### config.mk
export PLATFORM = sky130hd
export DESIGN_NAME = fwd_unit
export DESIGN_NICKNAME = d
export VERILOG_FILES = /design/src/rtl/fwd_pkg.sv /design/src/rtl/fwd_hit.sv /design/src/rtl/fwd_lane.sv /design/src/rtl/fwd_unit.sv
export SDC_FILE = /design/constraint.sdc
export NUM_CORES = 1
export LEC_CHECK = 0
export CAP_MARGIN = 5
export CORE_ASPECT_RATIO = 0.5
export CORE_UTILIZATION = 30
export DETAILED_ROUTE_END_ITERATION = 12
export PLACE_DENSITY = 0.79
export SETUP_SLACK_MARGIN = 0.05
export SYNTH_ARGS = -nofsm -noshare
export SYNTH_HDL_FRONTEND = slang
export SYNTH_SLANG_ARGS = --single-unit
export TNS_END_PERCENT = 1
### constraint.sdc
create_clock -name vclk -period 4.53
set_input_delay 1.359 -clock vclk [all_inputs]
set_output_delay 1.359 -clock vclk [all_outputs]
set_load 0.05 [all_outputs]
### src/rtl/fwd_pkg.sv
package fwd_pkg;
  typedef enum logic [1:0] {
    SRC_RF = 2'b00,
    SRC_WB = 2'b01,
    SRC_EX = 2'b10
  } src_sel_e;

  localparam int unsigned N_OPND = 2;
endpackage

### src/rtl/fwd_hit.sv
module fwd_hit #(
  parameter int unsigned REG_W = 5
) (
  input  logic [REG_W-1:0] src_i,
  input  logic [REG_W-1:0] rd_i,
  input  logic             we_i,
  output logic             hit_o
);
  // register 0 is hardwired, never a bypass source
  assign hit_o = we_i && (rd_i != '0) && (rd_i == src_i);
endmodule

### src/rtl/fwd_lane.sv
module fwd_lane
  import fwd_pkg::*;
#(
  parameter int unsigned REG_W  = 5,
  parameter int unsigned DATA_W = 32
) (
  input  logic [REG_W-1:0]  src_i,
  input  logic [DATA_W-1:0] rf_i,
  input  logic [REG_W-1:0]  exm_rd_i,
  input  logic              exm_we_i,
  input  logic [DATA_W-1:0] exm_alu_i,
  input  logic [REG_W-1:0]  mwb_rd_i,
  input  logic              mwb_we_i,
  input  logic [DATA_W-1:0] mwb_wdata_i,
  output logic [1:0]        sel_o,
  output logic [DATA_W-1:0] opnd_o
);
  logic ex_hit, wb_hit;
  logic [1:0] sel;

  fwd_hit #(.REG_W(REG_W)) u_ex_hit (
    .src_i(src_i), .rd_i(exm_rd_i), .we_i(exm_we_i), .hit_o(ex_hit)
  );
  fwd_hit #(.REG_W(REG_W)) u_wb_hit (
    .src_i(src_i), .rd_i(mwb_rd_i), .we_i(mwb_we_i), .hit_o(wb_hit)
  );

  // younger stage holds the newest value
  always_comb begin
    if (ex_hit)      sel = SRC_EX;
    else if (wb_hit) sel = SRC_WB;
    else             sel = SRC_RF;
  end

  always_comb begin
    unique case (sel)
      SRC_EX:  opnd_o = exm_alu_i;
      SRC_WB:  opnd_o = mwb_wdata_i;
      default: opnd_o = rf_i;
    endcase
  end

  assign sel_o = sel;
endmodule

### src/rtl/fwd_unit.sv
module fwd_unit
  import fwd_pkg::*;
#(
  parameter int unsigned REG_W  = 5,
  parameter int unsigned DATA_W = 32
) (
  input  logic [REG_W-1:0]  rs_i,
  input  logic [REG_W-1:0]  rt_i,
  input  logic [DATA_W-1:0] rf_a_i,
  input  logic [DATA_W-1:0] rf_b_i,
  input  logic [REG_W-1:0]  exm_rd_i,
  input  logic              exm_we_i,
  input  logic [DATA_W-1:0] exm_alu_i,
  input  logic [REG_W-1:0]  mwb_rd_i,
  input  logic              mwb_we_i,
  input  logic [DATA_W-1:0] mwb_wdata_i,
  output logic [1:0]        sel_a_o,
  output logic [1:0]        sel_b_o,
  output logic [DATA_W-1:0] opnd_a_o,
  output logic [DATA_W-1:0] opnd_b_o
);
  logic [REG_W-1:0]  src_w  [N_OPND];
  logic [DATA_W-1:0] rf_w   [N_OPND];
  logic [1:0]        sel_w  [N_OPND];
  logic [DATA_W-1:0] opnd_w [N_OPND];

  assign src_w[0] = rs_i;
  assign src_w[1] = rt_i;
  assign rf_w[0]  = rf_a_i;
  assign rf_w[1]  = rf_b_i;

  for (genvar g = 0; g < N_OPND; g++) begin : g_lane
    fwd_lane #(.REG_W(REG_W), .DATA_W(DATA_W)) u_lane (
      .src_i      (src_w[g]),
      .rf_i       (rf_w[g]),
      .exm_rd_i   (exm_rd_i),
      .exm_we_i   (exm_we_i),
      .exm_alu_i  (exm_alu_i),
      .mwb_rd_i   (mwb_rd_i),
      .mwb_we_i   (mwb_we_i),
      .mwb_wdata_i(mwb_wdata_i),
      .sel_o      (sel_w[g]),
      .opnd_o     (opnd_w[g])
    );
  end

  assign sel_a_o  = sel_w[0];
  assign sel_b_o  = sel_w[1];
  assign opnd_a_o = opnd_w[0];
  assign opnd_b_o = opnd_w[1];
endmodule

Word level (Yosys, flattened, before mapping) --
Cells that the tools add are included.
Storage, ports and cells: bits in latches 0, logic and storage cells 22, register bits 0, bits in read-only memories 0, memories kept 0, bits in writable memories 0, input port bits 150
Operators by class: muxes and demuxes 6, order comparisons 0, bitwise operators 0, eq/ne operators 8, divide/modulo/power cells 0, shifts and indexed selects 0, reductions and logical operators 8, $add $sub $neg 0, multipliers 0
Operator list (number):
- $pmux 32 s2 | 2
- $eq 5x5->1 | 4
- $reduce_bool 5->1 | 2
- $logic_and 1x1->1 | 6
- $eq 2x1->1 const B | 2
- $eq 2x2->1 const B | 2
- $mux 2 | 2
- $mux 1 | 2

Depth between registers and ports, before layout --
word-level depth 7, gate-level depth with buffers 7, gate-level depth less buffers 5

By module --
A second synthesis with hierarchy kept.
Unflattened totals: cell total of the unflattened synthesis 258, area, all modules 1744.2 sq um
By module, submodules not included:
- fwd_lane | times used 2, area each 719.4 sq um, cells each 109
- fwd_hit | times used 4, area each 76.3 sq um, cells each 10

Least setup slack after synthesis --
OpenSTA, ideal clock, no wires.
kind input to output, start in exm_rd_i[3], end out sel_b_o[0], slack -0.766 ns, data arrival time 3.937 ns, stages 6, path through or4_4 > o211ai_2 > or2_1 > buf_2 > inv_2 > nor4_1
On the way: cells in the longest elaborated chain, start to end 4, elaborated cells on any way between the ends 5, those cells by class eq/ne: 1; mux: 1; reduce/logical: 3
Ends and longest elaborated chain:
- start: declaration | RTL line fwd_unit.sv:11 | input logic [REG_W-1:0] exm_rd_i,
- $reduce_bool 5->1 | RTL line fwd_hit.sv:10 | assign hit_o = we_i && (rd_i != '0) && (rd_i == src_i);
- $logic_and 1x1->1 | RTL line fwd_hit.sv:10
- $logic_and 1x1->1 (*) | RTL line fwd_hit.sv:10
- via g_lane[1].u_lane.ex_hit | RTL line fwd_lane.sv:18 | logic ex_hit, wb_hit;
- $mux 2 (*) | RTL line fwd_lane.sv:30 | if (ex_hit) sel = SRC_EX;
- end: declaration | RTL line fwd_unit.sv:18 | output logic [1:0] sel_b_o,
Mark *: on every way through the listed nets, which the timed path passes. The rest lies on a longest branch.

Worst setup path after layout --
start in mwb_we_i, end out opnd_b_o[0]
On the way: cells in the longest elaborated chain, start to end 6, elaborated cells on any way between the ends 7, those cells by class eq/ne: 2; mux: 3; reduce/logical: 2
Ends and longest elaborated chain:
- start: declaration | RTL line fwd_unit.sv:15 | input logic mwb_we_i,
- $logic_and 1x1->1 (*) (2 in a row) | RTL line fwd_hit.sv:10
- $mux 1 (*) | RTL line fwd_lane.sv:31 | else if (wb_hit) sel = SRC_WB;
- $mux 2 (*) | RTL line fwd_lane.sv:30
- $eq 2x1->1 / $eq 2x2->1 (equally long branches) | RTL line fwd_lane.sv:36 | unique case (sel)
- $pmux 32 s2 (*) | RTL line fwd_lane.sv:36
- end: declaration | RTL line fwd_unit.sv:20 | output logic [DATA_W-1:0] opnd_b_o
Mark *: on every way between the ends. The rest lies on a longest branch, timed or not.

==> run metrics <==
cell area after placement 4940 µm²; Syn. warnings 0; Min-Delay Startpoint rf_a_i[19]; maximum clock frequency around 0.22 GHz; Total Die Area 8230 µm²; total power density per cell area roughly 140 nW/µm²; fraction of layout cells with a size suffix above 1 0.383; number of max-cap violations 0; Chip Width between 100 and 150 µm; Top-Level Pins 218; via count between 4000 and 5000; Final GP Congestion about 0.96; number of standard cells after synthesis between 300 and 400; average detailed-routed wire length per instance roughly 23 µm; worst slew slack as a fraction of its limit 0.695; Final Slew Violations 0; HPWL after DPL between 10 and 15 mm; final design area excluding fillers about 5800 µm²; Initial Utilization 0.316; DRC violation count after routing 0; number of DRC markers after the initial detailed-route iteration approximately 650; Worst Hold Path Cells 4; FF+latch count 0; part of the Yosys area used for sequential elements 0; cell area after synthesis 2350 µm²; total wire length after detailed routing approximately 17 mm; crit path max fanout 4; Cell Count Post-Placement a little over 700; Die Ht 64.6 µm; Final Hold Fails 0; net count of the mapped netlist between 500 and 600; PnR Total Power ~840 µW; cell row count 22; Peak VDD IR between 0.0001 and 0.00015 V; Worst path max stage delay about 0.53 ns; unrepaired setup endpoints after global routing true; remaining global-route overflow 0; data required time at the worst endpoint 3.17 ns; Critical Path End Type output port; run status finished clean; filler instances 485; type of the tightest min-delay check primary input to output port; Layout clock buffers 0; series of cell instances along the critical path clkdlybuf4s15_1 > a21bo_4 > clkbuf_4 > buf_4 > or4_1 > a31oi_1 > buf_4; number of diodes 0; initial antenna violation count 0; startpoint-to-endpoint class of the critical path primary input to output port; 1st-pass router iterations 6; sequential cell area in the final layout 0 µm²; Hold Path End opnd_a_o[19]; minimum clock period between 4 and 5 ns; vias per std cell 6.48; pin count of the biggest net entering global routing 33; total track usage 0.400; final critical-path share of the clock period 0.998; cell seen most often among critical-path stages sky130_fd_sc_hd__buf_4; critical path data arrival time approximately 3.2 ns; total of hold buffers inserted after clock tree synthesis 0; synthesized area per cell ~6.0 µm²; static leakage around 2.3 nW; Area growth syn-to-layout 146%; Slowest cell on crit path sky130_fd_sc_hd__or4_1; number of input and output port buffers inserted 218; via count of the first global-routing pass 4669; final standard cell count with taps included and fillers excluded about 760; Setup crit start kind primary input; wire length of the first global-routing pass 25.8 mm; nets@finish between 700 and 800; Final setup viols 0; Netlist cell types 24; slew at the pin closest to its max-slew limit between 0.4 and 0.5 ns; number of nets still failing antenna checks after routing 0; core area 7460 µm²
worst max-delay path by stage:
stage	startpoint	to	slack, ns	cells after the start
finish	mwb_we_i	opnd_b_o[0]	0.009	7
detailed placement	exm_rd_i[3]	sel_b_o[0]	-0.37	7
global placement	mwb_rd_i[0]	opnd_b_o[2]	-0.27	8
floorplan	mwb_rd_i[0]	opnd_b_o[10]	-0.21	7
CTS	mwb_rd_i[3]	opnd_b_o[2]	0.04	9
global route	exm_rd_i[4]	opnd_a_o[29]	-0.01	9
synth_stat cells, drive strengths merged:
library cell,count,area (µm²)
a21bo,1,10.0
a21boi,1,7.51
a31oi,63,394
buf,25,129
clkbuf,39,146
inv,35,131
nand2,1,3.75
nand3,1,5.00
nand4,34,213
nor2,1,3.75
nor3,64,320
nor4,4,25.0
o211ai,2,25.0
o31a,2,17.5
o31ai,63,473
or2,3,18.8
or3,2,12.5
or4,32,244
xnor2,15,131
xor2,5,43.8
cell type report:
class / instances / area [µm²] / area share
timing repair buffer: 318 / 3190 / 0.550
multi-input combinational: 294 / 2340 / 0.404
tap: 108 / 135 / 0.0233
inverter: 35 / 131 / 0.0226
power by group:
part	switching [mW]	internal (mW)
Combinational	0.464	0.377
Clock	0	0
Sequential	0	0
placed cells by master, fill, tap and decap left out, types with 3 or more instances in the layout:
cell / n
sky130_fd_sc_hd__a31oi_1: 55
sky130_fd_sc_hd__a31oi_2: 7
sky130_fd_sc_hd__buf_12: 16
sky130_fd_sc_hd__buf_16: 4
sky130_fd_sc_hd__buf_2: 7
sky130_fd_sc_hd__buf_4: 113
sky130_fd_sc_hd__buf_6: 27
sky130_fd_sc_hd__buf_8: 3
sky130_fd_sc_hd__bufbuf_16: 4
sky130_fd_sc_hd__clkbuf_2: 7
sky130_fd_sc_hd__clkdlybuf4s50_1: 129
sky130_fd_sc_hd__dlygate4sd2_1: 5
sky130_fd_sc_hd__inv_1: 32
sky130_fd_sc_hd__inv_2: 3
sky130_fd_sc_hd__nand4_1: 34
sky130_fd_sc_hd__nor3_1: 55
sky130_fd_sc_hd__nor3_2: 7
sky130_fd_sc_hd__nor4_4: 3
sky130_fd_sc_hd__o31ai_1: 41
sky130_fd_sc_hd__o31ai_2: 21
sky130_fd_sc_hd__or2_4: 3
sky130_fd_sc_hd__or4_1: 30
sky130_fd_sc_hd__xnor2_1: 8
sky130_fd_sc_hd__xnor2_2: 7
sky130_fd_sc_hd__xor2_1: 4
stage by stage:
step           TNS (ns)  utilization  setup slack (ns)  hold slack (ns)
3_3_place_gp     -13.65        0.663            -0.275             3.44
5_1_grt        -0.00959        0.778          -0.00959             3.47
3_5_place_dp     -17.83        0.663            -0.373             3.44
6_report              0        0.778           0.00859             3.44
2_1_floorplan     -8.41            -            -0.212             3.05
4_1_cts               0        0.765            0.0352             3.44
critical path, delay by kind of cell:
| kind | cells | cell delay (ns) |
|---|---|---|
| compound gates | 2 | 0.48 |
| simple gates | 1 | 0.53 |
| buf+inv | 4 | 0.79 |
timing repair:
item,CTS,global route
setup endpoints to repair,68,65
buffers inserted,15,2
resized for setup,121,45
pin swaps,34,20
gates cloned,11,0
logic make-up after synthesis:
| kind of cell | Yosys count | synth area share |
|---|---|---|
| AO/OA/AOI/OAI | 132 | 0.394 |
| XOR/XNOR | 20 | 0.0744 |
| buffers and inverters | 99 | 0.173 |
| AND/OR/NAND/NOR | 142 | 0.359 |
metal layers:
metal	wire length, µm	up-vias	GRT usage
met1	6680	2240	0.504
met4	1110	0	0.223
met5	0	-	0
met3	1900	122	0.0718
li1	-	2096	-
met2	7680	436	0.650
(Power assumes the default switching activity.)
